--- config.mk ---
export PLATFORM = sky130hd
export DESIGN_NAME = pattern_sequencer
export DESIGN_NICKNAME = d
export VERILOG_FILES = /design/src/rtl/mps_pkg.sv /design/src/rtl/mps_pattern_ram.sv /design/src/rtl/mps_req_arbiter.sv /design/src/rtl/mps_xfer_plan.sv /design/src/rtl/pattern_sequencer.sv
export SDC_FILE = /design/constraint.sdc
export NUM_CORES = 2
export LEC_CHECK = 0
export BUFFER_PORTS_ARGS = -buffer_cell sky130_fd_sc_hd__clkbuf_2
export CAP_MARGIN = 20
export CORE_UTILIZATION = 36
export CTS_BUF_LIST = sky130_fd_sc_hd__clkbuf_8
export DETAILED_ROUTE_END_ITERATION = 10
export GPL_ROUTABILITY_DRIVEN = 0
export SKIP_LAST_GASP = 1
export SLEW_MARGIN = 25
export SYNTH_ARGS = -nofsm -noshare
export SYNTH_HDL_FRONTEND = slang
export SYNTH_SLANG_ARGS = --single-unit
export TNS_END_PERCENT = 10
--- constraint.sdc ---
create_clock -name clk -period 3.6 [get_ports clk]
set_clock_uncertainty 0.15 [all_clocks]
set_input_delay 0.18 -clock clk [delete_from_list [all_inputs] [get_ports clk]]
set_output_delay 0.18 -clock clk [all_outputs]
set_load 0.02 [all_outputs]
--- src/rtl/mps_pkg.sv ---
package mps_pkg;

    localparam int RAM_DEPTH   = 64;
    localparam int RAM_AW      = $clog2(RAM_DEPTH);
    localparam int WORD_W      = 32;
    localparam int CS_W        = 8;
    localparam int STB_W       = 20;
    localparam int AMX_W       = 2;
    localparam int SIZE_W      = 8;
    localparam int ALIGN_BYTES = 32;
    localparam int BEAT_BYTES  = 4;
    localparam int ALIGN_LG    = $clog2(ALIGN_BYTES);
    localparam int BEAT_LG     = $clog2(BEAT_BYTES);
    localparam int CNT_W       = SIZE_W - BEAT_LG + 1;

    typedef struct packed {
        logic             last;
        logic             ack;
        logic [AMX_W-1:0] amux;
        logic [STB_W-1:0] strobe;
        logic [CS_W-1:0]  cs;
    } pat_word_t;

    typedef enum logic [1:0] {
        SRC_NONE = 2'd0,
        SRC_RFSH = 2'd1,
        SRC_BUS  = 2'd2,
        SRC_SW   = 2'd3
    } src_t;

    typedef enum logic {
        ST_IDLE = 1'b0,
        ST_RUN  = 1'b1
    } seq_state_t;

    typedef struct packed {
        logic                wr;
        logic                inh;
        logic [ALIGN_LG-1:0] addr;
        logic [SIZE_W-1:0]   size;
    } bus_xfer_t;

    localparam logic [RAM_AW-1:0] ENT_SRD  = RAM_AW'(0);
    localparam logic [RAM_AW-1:0] ENT_SWR  = RAM_AW'(8);
    localparam logic [RAM_AW-1:0] ENT_BRD  = RAM_AW'(16);
    localparam logic [RAM_AW-1:0] ENT_BWR  = RAM_AW'(24);
    localparam logic [RAM_AW-1:0] ENT_RFSH = RAM_AW'(48);

    function automatic logic fits_burst(input bus_xfer_t x);
        return !x.inh && (x.addr == '0) && (x.size != '0) &&
               (x.size[ALIGN_LG-1:0] == '0);
    endfunction

endpackage

--- src/rtl/mps_pattern_ram.sv ---
module mps_pattern_ram
    import mps_pkg::*;
#(
    parameter int DEPTH = RAM_DEPTH,
    parameter int W     = WORD_W,
    localparam int AW   = $clog2(DEPTH)
) (
    input  logic          clk,
    input  logic          we,
    input  logic          wr_allow,
    input  logic [AW-1:0] waddr,
    input  logic [W-1:0]  wdata,
    input  logic [AW-1:0] raddr,
    output logic [W-1:0]  rdata
);

    logic [W-1:0] mem [DEPTH];

    always_ff @(posedge clk) begin
        if (we && wr_allow) begin
            mem[waddr] <= wdata;
        end
    end

    assign rdata = mem[raddr];

endmodule

--- src/rtl/mps_req_arbiter.sv ---
module mps_req_arbiter
    import mps_pkg::*;
#(
    parameter int AW = RAM_AW
) (
    input  logic          clk,
    input  logic          rst,
    input  logic          rfsh_req,
    input  logic          bus_req,
    input  logic          sw_req,
    input  bus_xfer_t     bus_in,
    input  logic [AW-1:0] sw_start_in,
    input  logic          grant_en,
    output src_t          grant_src,
    output bus_xfer_t     bus_held,
    output logic [AW-1:0] sw_start_held
);

    logic pend_rf_q, pend_bus_q, pend_sw_q;

    always_comb begin
        grant_src = SRC_NONE;
        if (grant_en) begin
            if (pend_rf_q)       grant_src = SRC_RFSH;
            else if (pend_bus_q) grant_src = SRC_BUS;
            else if (pend_sw_q)  grant_src = SRC_SW;
        end
    end

    always_ff @(posedge clk) begin
        if (rst) begin
            pend_rf_q     <= 1'b0;
            pend_bus_q    <= 1'b0;
            pend_sw_q     <= 1'b0;
            bus_held      <= '0;
            sw_start_held <= '0;
        end else begin
            pend_rf_q  <= (pend_rf_q  && grant_src != SRC_RFSH) || rfsh_req;
            pend_bus_q <= (pend_bus_q && grant_src != SRC_BUS)  || bus_req;
            pend_sw_q  <= (pend_sw_q  && grant_src != SRC_SW)   || sw_req;
            if (bus_req) bus_held      <= bus_in;
            if (sw_req)  sw_start_held <= sw_start_in;
        end
    end

endmodule

--- src/rtl/mps_xfer_plan.sv ---
module mps_xfer_plan
    import mps_pkg::*;
#(
    parameter int AW = RAM_AW,
    parameter int CW = CNT_W
) (
    input  bus_xfer_t     xfer,
    output logic [AW-1:0] entry,
    output logic [CW-1:0] passes
);

    logic              burst;
    logic [SIZE_W:0]   beats_up;

    assign burst    = fits_burst(xfer);
    assign beats_up = ({1'b0, xfer.size} + (SIZE_W+1)'(BEAT_BYTES - 1)) >> BEAT_LG;

    always_comb begin
        if (burst) begin
            entry  = xfer.wr ? ENT_BWR : ENT_BRD;
            passes = CW'(xfer.size >> ALIGN_LG);
        end else begin
            entry  = xfer.wr ? ENT_SWR : ENT_SRD;
            passes = (xfer.size == '0) ? CW'(1) : CW'(beats_up);
        end
    end

endmodule

--- src/rtl/pattern_sequencer.sv ---
module pattern_sequencer
    import mps_pkg::*;
(
    input  logic              clk,
    input  logic              rst,
    input  logic              ram_we,
    input  logic [5:0]        ram_waddr,
    input  logic [31:0]       ram_wdata,
    input  logic [1:0]        mode_op,
    input  logic [5:0]        mode_start,
    input  logic              wr_hit,
    input  logic              bus_req,
    input  logic              bus_wr,
    input  logic              burst_inh,
    input  logic [4:0]        xfer_addr,
    input  logic [7:0]        xfer_size,
    input  logic              rfsh_req,
    output logic [7:0]        mem_cs,
    output logic [19:0]       mem_strobe,
    output logic [1:0]        addr_mux,
    output logic              addr_latch,
    output logic              xfer_ack,
    output logic              busy
);

    seq_state_t        state_q;
    src_t              src_q;
    src_t              grant_src;
    logic [RAM_AW-1:0] pc_q, entry_q, sw_start_held, plan_entry;
    logic [CNT_W-1:0]  passes_q, plan_passes;
    logic [AMX_W-1:0]  prev_amux_q;
    logic              first_q;
    logic [WORD_W-1:0] rd_raw;
    pat_word_t         word;
    bus_xfer_t         bus_in, bus_held;
    logic              running;

    assign running = (state_q == ST_RUN);
    assign bus_in  = '{wr: bus_wr, inh: burst_inh, addr: xfer_addr, size: xfer_size};

    mps_pattern_ram u_ram (
        .clk      (clk),
        .we       (ram_we),
        .wr_allow (!running),
        .waddr    (ram_waddr),
        .wdata    (ram_wdata),
        .raddr    (pc_q),
        .rdata    (rd_raw)
    );

    mps_req_arbiter u_arb (
        .clk           (clk),
        .rst           (rst),
        .rfsh_req      (rfsh_req),
        .bus_req       (bus_req),
        .sw_req        (wr_hit && mode_op == 2'b11),
        .bus_in        (bus_in),
        .sw_start_in   (mode_start),
        .grant_en      (!running),
        .grant_src     (grant_src),
        .bus_held      (bus_held),
        .sw_start_held (sw_start_held)
    );

    mps_xfer_plan u_plan (
        .xfer   (bus_held),
        .entry  (plan_entry),
        .passes (plan_passes)
    );

    assign word = pat_word_t'(rd_raw);

    always_ff @(posedge clk) begin
        if (rst) begin
            state_q     <= ST_IDLE;
            src_q       <= SRC_NONE;
            pc_q        <= '0;
            entry_q     <= '0;
            passes_q    <= '0;
            prev_amux_q <= '0;
            first_q     <= 1'b0;
        end else if (!running) begin
            first_q <= 1'b1;
            if (grant_src != SRC_NONE) begin
                state_q <= ST_RUN;
                src_q   <= grant_src;
                unique case (grant_src)
                    SRC_RFSH: begin pc_q <= ENT_RFSH;      entry_q <= ENT_RFSH;      passes_q <= CNT_W'(1); end
                    SRC_BUS:  begin pc_q <= plan_entry;    entry_q <= plan_entry;    passes_q <= plan_passes; end
                    default:  begin pc_q <= sw_start_held; entry_q <= sw_start_held; passes_q <= CNT_W'(1); end
                endcase
            end
        end else begin
            prev_amux_q <= word.amux;
            if (word.last) begin
                first_q <= 1'b1;
                if (passes_q > CNT_W'(1)) begin
                    passes_q <= passes_q - CNT_W'(1);
                    pc_q     <= entry_q;
                end else begin
                    state_q <= ST_IDLE;
                    src_q   <= SRC_NONE;
                end
            end else begin
                first_q <= 1'b0;
                pc_q    <= pc_q + RAM_AW'(1);
            end
        end
    end

    assign busy       = running;
    assign mem_cs     = running ? word.cs     : '0;
    assign mem_strobe = running ? word.strobe : '0;
    assign addr_mux   = running ? word.amux   : '0;
    assign addr_latch = running && !first_q && (word.amux != prev_amux_q);
    assign xfer_ack   = running && word.ack && (src_q == SRC_BUS);

endmodule

Word level (Yosys, flattened, before mapping)
Memories as Yosys holds them, arrays and structs flattened. A register that Yosys moved wholly into a read port is not among the register bits. Index checks and enable logic that the tools add are counted.

Word-level logic and storage cells: 97. Memories kept: 1. Flip-flop bits (word level): 49. Output and inout bits: 33. Input bits: 67. RAM bits: 2048.

Reductions and logical operators: 28. $add $sub $neg: 3. Magnitude comparators: 1. Bitwise operators: 1. Equal/unequal tests: 12. Multiplexer cells: 36.

Memories: u_ram.mem (depth 64, bits a word 32, rd ports 1, clocked after Yosys merged registers in 1, write ports 1, line mps_pattern_ram.sv:17) `logic [W-1:0] mem [DEPTH];`.

Operators with widths (number): 7-bit 2-to-1 mux (7); 6-bit 2-to-1 mux (6); 20-bit 2-to-1 mux (1); 2-bit 2-to-1 mux (9); 1-bit logical AND (12); 6-bit case mux with 2 select lines (1); 5-bit zero test (2); 8-bit by 2-bit adder with 9-bit output, second input constant (1); 8-bit zero test (1); 1-bit 2-to-1 mux (8); 4-bit 2-to-1 mux (2); 8-bit 2-to-1 mux (1); 8-bit nonzero test (1); 7-bit by 1-bit > comparator with 1-bit output, second input constant (1); 7-bit by 1-bit subtractor with 7-bit output, second input constant (1); 6-bit by 1-bit adder with 6-bit output, second input constant (1); 2-bit equality test, second input constant (3); 2-bit by 1-bit inequality test with 1-bit output, second input constant (3); 2-bit inequality test, second input constant (3); 3-bit AND reduction (2); 5-bit 2-to-1 mux (1); 2-bit AND reduction (2); 2-bit nonzero test (2); 1-bit zero test (3); 5 further kinds (7).

Depth between registers and ports, before layout
Depth in word-level cells: 10. Mapped depth: 12. Mapped depth without buffers: 10.

Modules after synthesis
Synthesis repeated with hierarchy kept, for this count alone.

Cell total of the unflattened synthesis: 3822. Area, all modules: 81017.7 µm².

By module, submodules not included: mps_pattern_ram (sequential area each 61499.0 µm², times used 1, area an instance 78195.0 µm², cells an instance 3468); pattern_sequencer (sequential area each 500.5 µm², times used 1, area an instance 1655.3 µm², cells an instance 226); mps_req_arbiter (sequential area each 480.5 µm², times used 1, area an instance 897.1 µm², cells an instance 85); mps_xfer_plan (sequential area each 0.0 µm², times used 1, area an instance 270.3 µm², cells an instance 43).

Worst setup path after synthesis
Ideal clock, no wire load.

Path type: flip-flop to output port. Start: register with a tool-made name. End: output port addr_latch. Slack: 0.183 ns. Required time: 3.270 ns. Buffers on the path: 3. Data arrival time: 3.087 ns. Cell stages (with the launch flop): 9. Cell sequence: dfxtp_1 buf_6 buf_6 buf_2 mux4_2 mux4_2 mux4_2 xnor2_1 a211oi_1.

RTL lines: end, declared (line pattern_sequencer.sv:21) `output logic addr_latch,`.

==> run_results.csv <==
group,metric,value,unit
status,outcome,"complete, but fails checks",
status,violations,"antenna rules, setup timing",
timing,worstMarginPinSlew,1.00,ns
die,initial_core_util,36.3,%
min_path,min-delay-start,"ram_wdata[10]",
timing,period_needed,4.39,ns
detailed_routing,first_iter_violations,3929,
synthesis,synth.cell_area,80700,um2
synthesis,ys_types,57,
grt,grt_usage,18.8,%
synthesis,synth_nets,3433,
synthesis,syn_area_per_cell,24.0,um2
die,core-area,223000,um2
die,ioPinCount,100,
clocking,clkTransAtPathRegs,0.06,ns
timing,finalCritPeriodShare,122,%
worst_setup_path,critPathKind,"register to primary output",
clocking,cts-buffers-inserted,338,
worst_setup_path,slowest_stage,"mux4_2",
die,dieArea,226000,um2
run,drv_cap,0,
worst_setup_path,crit_top_cell,"mux4_2",
synthesis,synth_cells,3359,
clocking,cts.sinks,2103,
power,ir_drop,400,uV
timing,fin_ws,-0.785,ns
detailed_routing,drc,0,
cells_and_area,drive_above_1_share,35.5,%
worst_setup_path,path_max_fanout,19,
placed_design,placed_cell_area,87300,um2
timing,tns,-22.81,ns
clocking,clk_latency,1.04,ns
cells_and_area,area_delta_synth_final,18.3,%
cells_and_area,n_fill_cell,19000,
worst_setup_path,r2r_slack,-0.18,ns
die,rows,173,
synthesis,synth_edf_count,2048,
detailed_routing,wl_per_cell,29.4,um
clocking,h-tree-depth,5,
synthesis,synth_top_area_share,76.2,%
timing,hold_violations,0,
clocking,clockBufferDepth,4,
cells_and_area,final_common_cell,"edfxtp_1",
die,die_w,476,um
grt,antenna_found_initial,26,
synthesis,yosys_warnings,0,
worst_setup_path,crit_chain,"buf_8 > clkbuf_16 > buf_16 > mux4_2 > mux4_2 > mux4_2 > and2_1 > clkbuf_2",
worst_setup_path,setup.worst_path.end_class,"primary output",
timing,setup_violations,36,
cells_and_area,nets,4093,
placed_design,dp_hpwl,114000,um
clocking,root_buffer,"clkbuf_8",
die,die_height,476,um
power,powerDensity,671,nW/um2
timing,max_freq,228,MHz
placed_design,io_buffers,99,
cells_and_area,final_cell_mix,"2048 x edfxtp_1, 653 x mux4_2, 346 x clkbuf_8",
synthesis,synth-main-ff-cell,"edfxtp_1",
synthesis,ys_ff_latch,2103,
worst_setup_path,max_stage_delay,0.62,ns
timing,rsz0062_at_grt,"true",
synthesis,ys_seq_area_share,77.5,%
grt,grt_pass1_wl,298000,um
timing,max_slew_margin,33.0,%
cells_and_area,fin_area,95500,um2
detailed_routing,first_pass_iters,5,
grt,grt-ovfl-total,0,
power,leakage,29.5,nW
synthesis,synth_top_area_cell,"edfxtp_1",
grt,grt_pass1_vias,40300,
grt,grt_max_degree,65,
worst_setup_path,startpoint_type,"register",
clocking,tritoncts,"yes",
detailed_routing,routed_wl,213000,um
detailed_routing,vias_per_cell,5.41,
timing,slew_viol_final,0,
detailed_routing,dr_total_vias,39200,
worst_setup_path,worstPathRequired,3.27,ns
synthesis,netlist_top_cells_area,"edfxtp_1 76%, mux4_2 18%, dfxtp_1 1.4%, nor2_1 0.57%, mux2i_1 0.55%",
detailed_routing,drtAntennaViolNets,1,
worst_setup_path,cp.arrival,4.06,ns
synthesis,synthArstFlopShare,0,%
min_path,hold_class,"primary input to register",
==> layout make-up <==
cell class	instances	area, um2	area share [%]
Antenna cell	20	50.0	0.0524
Clock buffer	346	4760	4.99
Clock inverter	234	1090	1.14
Inverter	15	56.3	0.0589
Multi-Input combinational cell	1061	17800	18.6
Sequential cell	2103	62600	65.6
Tap cell	2975	3720	3.90
Timing Repair Buffer	500	5460	5.72
==> critical path: cells and delay by family, from the launching register on <==
| kind | cells | cell delay, ns |
|---|---|---|
| and+or+nand+nor | 1 | 0.20 |
| buffers and inverters | 4 | 0.69 |
| muxes | 3 | 1.70 |
| DFF | 1 | 0.40 |
==> path summary, 6_finish.rpt <==
kind,end,cells after the start
worst max register to register,register,14
worst max-delay path,mem_strobe[8],8
worst min register to register,entry_q[5],2
worst min-delay path,u_ram.mem[49][10],2
==> per-layer routing <==
metal / share of wire, % / up-vias / routed length [um] / GRT usage (%)
li1: - / 15800 / - / -
met1: 41 / 21400 / 86500 / 24.8
met2: 50 / 1601 / 106000 / 31.0
met3: 7.4 / 306 / 15800 / 4.27
met4: 2.4 / 6 / 5170 / 5.47
met5: 0.020 / - / 42 / 0
==> Yosys cell counts, drive strengths merged, types with 6 or more instances <==
| cell | count |
|---|---|
| a21oi | 27 |
| ha | 7 |
| and2 | 20 |
| a31oi | 8 |
| o21ai | 9 |
| nand3 | 7 |
| edfxtp | 2048 |
| nor2 | 123 |
| clkbuf | 90 |
| buf | 90 |
| nor2b | 18 |
| a211oi | 23 |
| nand2 | 26 |
| nor3 | 9 |
| xnor2 | 9 |
| mux4 | 653 |
| or3 | 6 |
| mux2i | 44 |
| nand2b | 8 |
| inv | 15 |
| dfxtp | 55 |
==> stage by stage <==
| stage | utilization (%) | hold WS (ns) | instances | setup slack (ns) | power (W) |
|---|---|---|---|---|---|
| finish | 42.9 | 0.0921 | 7254 | -0.785 | 0.0641 |
| CTS | 42.8 | 0.0192 | 7224 | -0.865 | 0.0644 |
| detailed placement | 39.2 | 0.261 | 6477 | 0.119 | 0.0449 |
| global placement | 39.2 | 0.253 | 6475 | 0.132 | 0.0449 |
| floorplan | - | 0.129 | 3359 | 0.183 | 0.0390 |
| global route | 42.9 | 0.0828 | 7241 | -0.899 | 0.0665 |
==> power by group <==
| group | internal (W) | switching [W] |
|---|---|---|
| Sequential | 0.0271 | 0.000290 |
| Clock | 0.00923 | 0.00909 |
| Combinational | 0.00932 | 0.00904 |
==> cell families (layout without fill, tap and decap cells) <==
kind of cell    Yosys count  in the layout  synth area share [%]
compound gates          101            101                 0.874
xor+xnor                 12             12                 0.130
fa+ha+maj                 7              7                 0.108
buf+inv                 195           1095                  1.13
flops                  2103           2103                  77.5
mux                     700            700                  18.8
other cells               0             20                     0
simple gates            241            241                  1.41
==> state kept, by name (all words and copies together), names as in the netlist, named ones only <==
| name | flops |
|---|---|
| passes_q | 7 |
| busy | 1 |
| u_arb.pend_bus_q | 1 |
| entry_q | 6 |
| u_ram.mem | 2048 |
| u_arb.pend_sw_q | 1 |
| u_arb.pend_rf_q | 1 |
| src_q | 2 |
| pc_q | 6 |
| u_arb.bus_held | 15 |
| u_arb.sw_start_held | 6 |
| first_q | 1 |
| prev_amux_q | 2 |
==> repair_timing <==
item,4_1_cts,5_1_grt
gates cloned,13,3
pin swaps,2,3
hold buffers,135,0
buffers inserted,20,10
endpoints found under the hold margin,3418,0
setup endpoints to repair,32,50
resized for setup,44,24
Power figures use the tool's default switching activity.
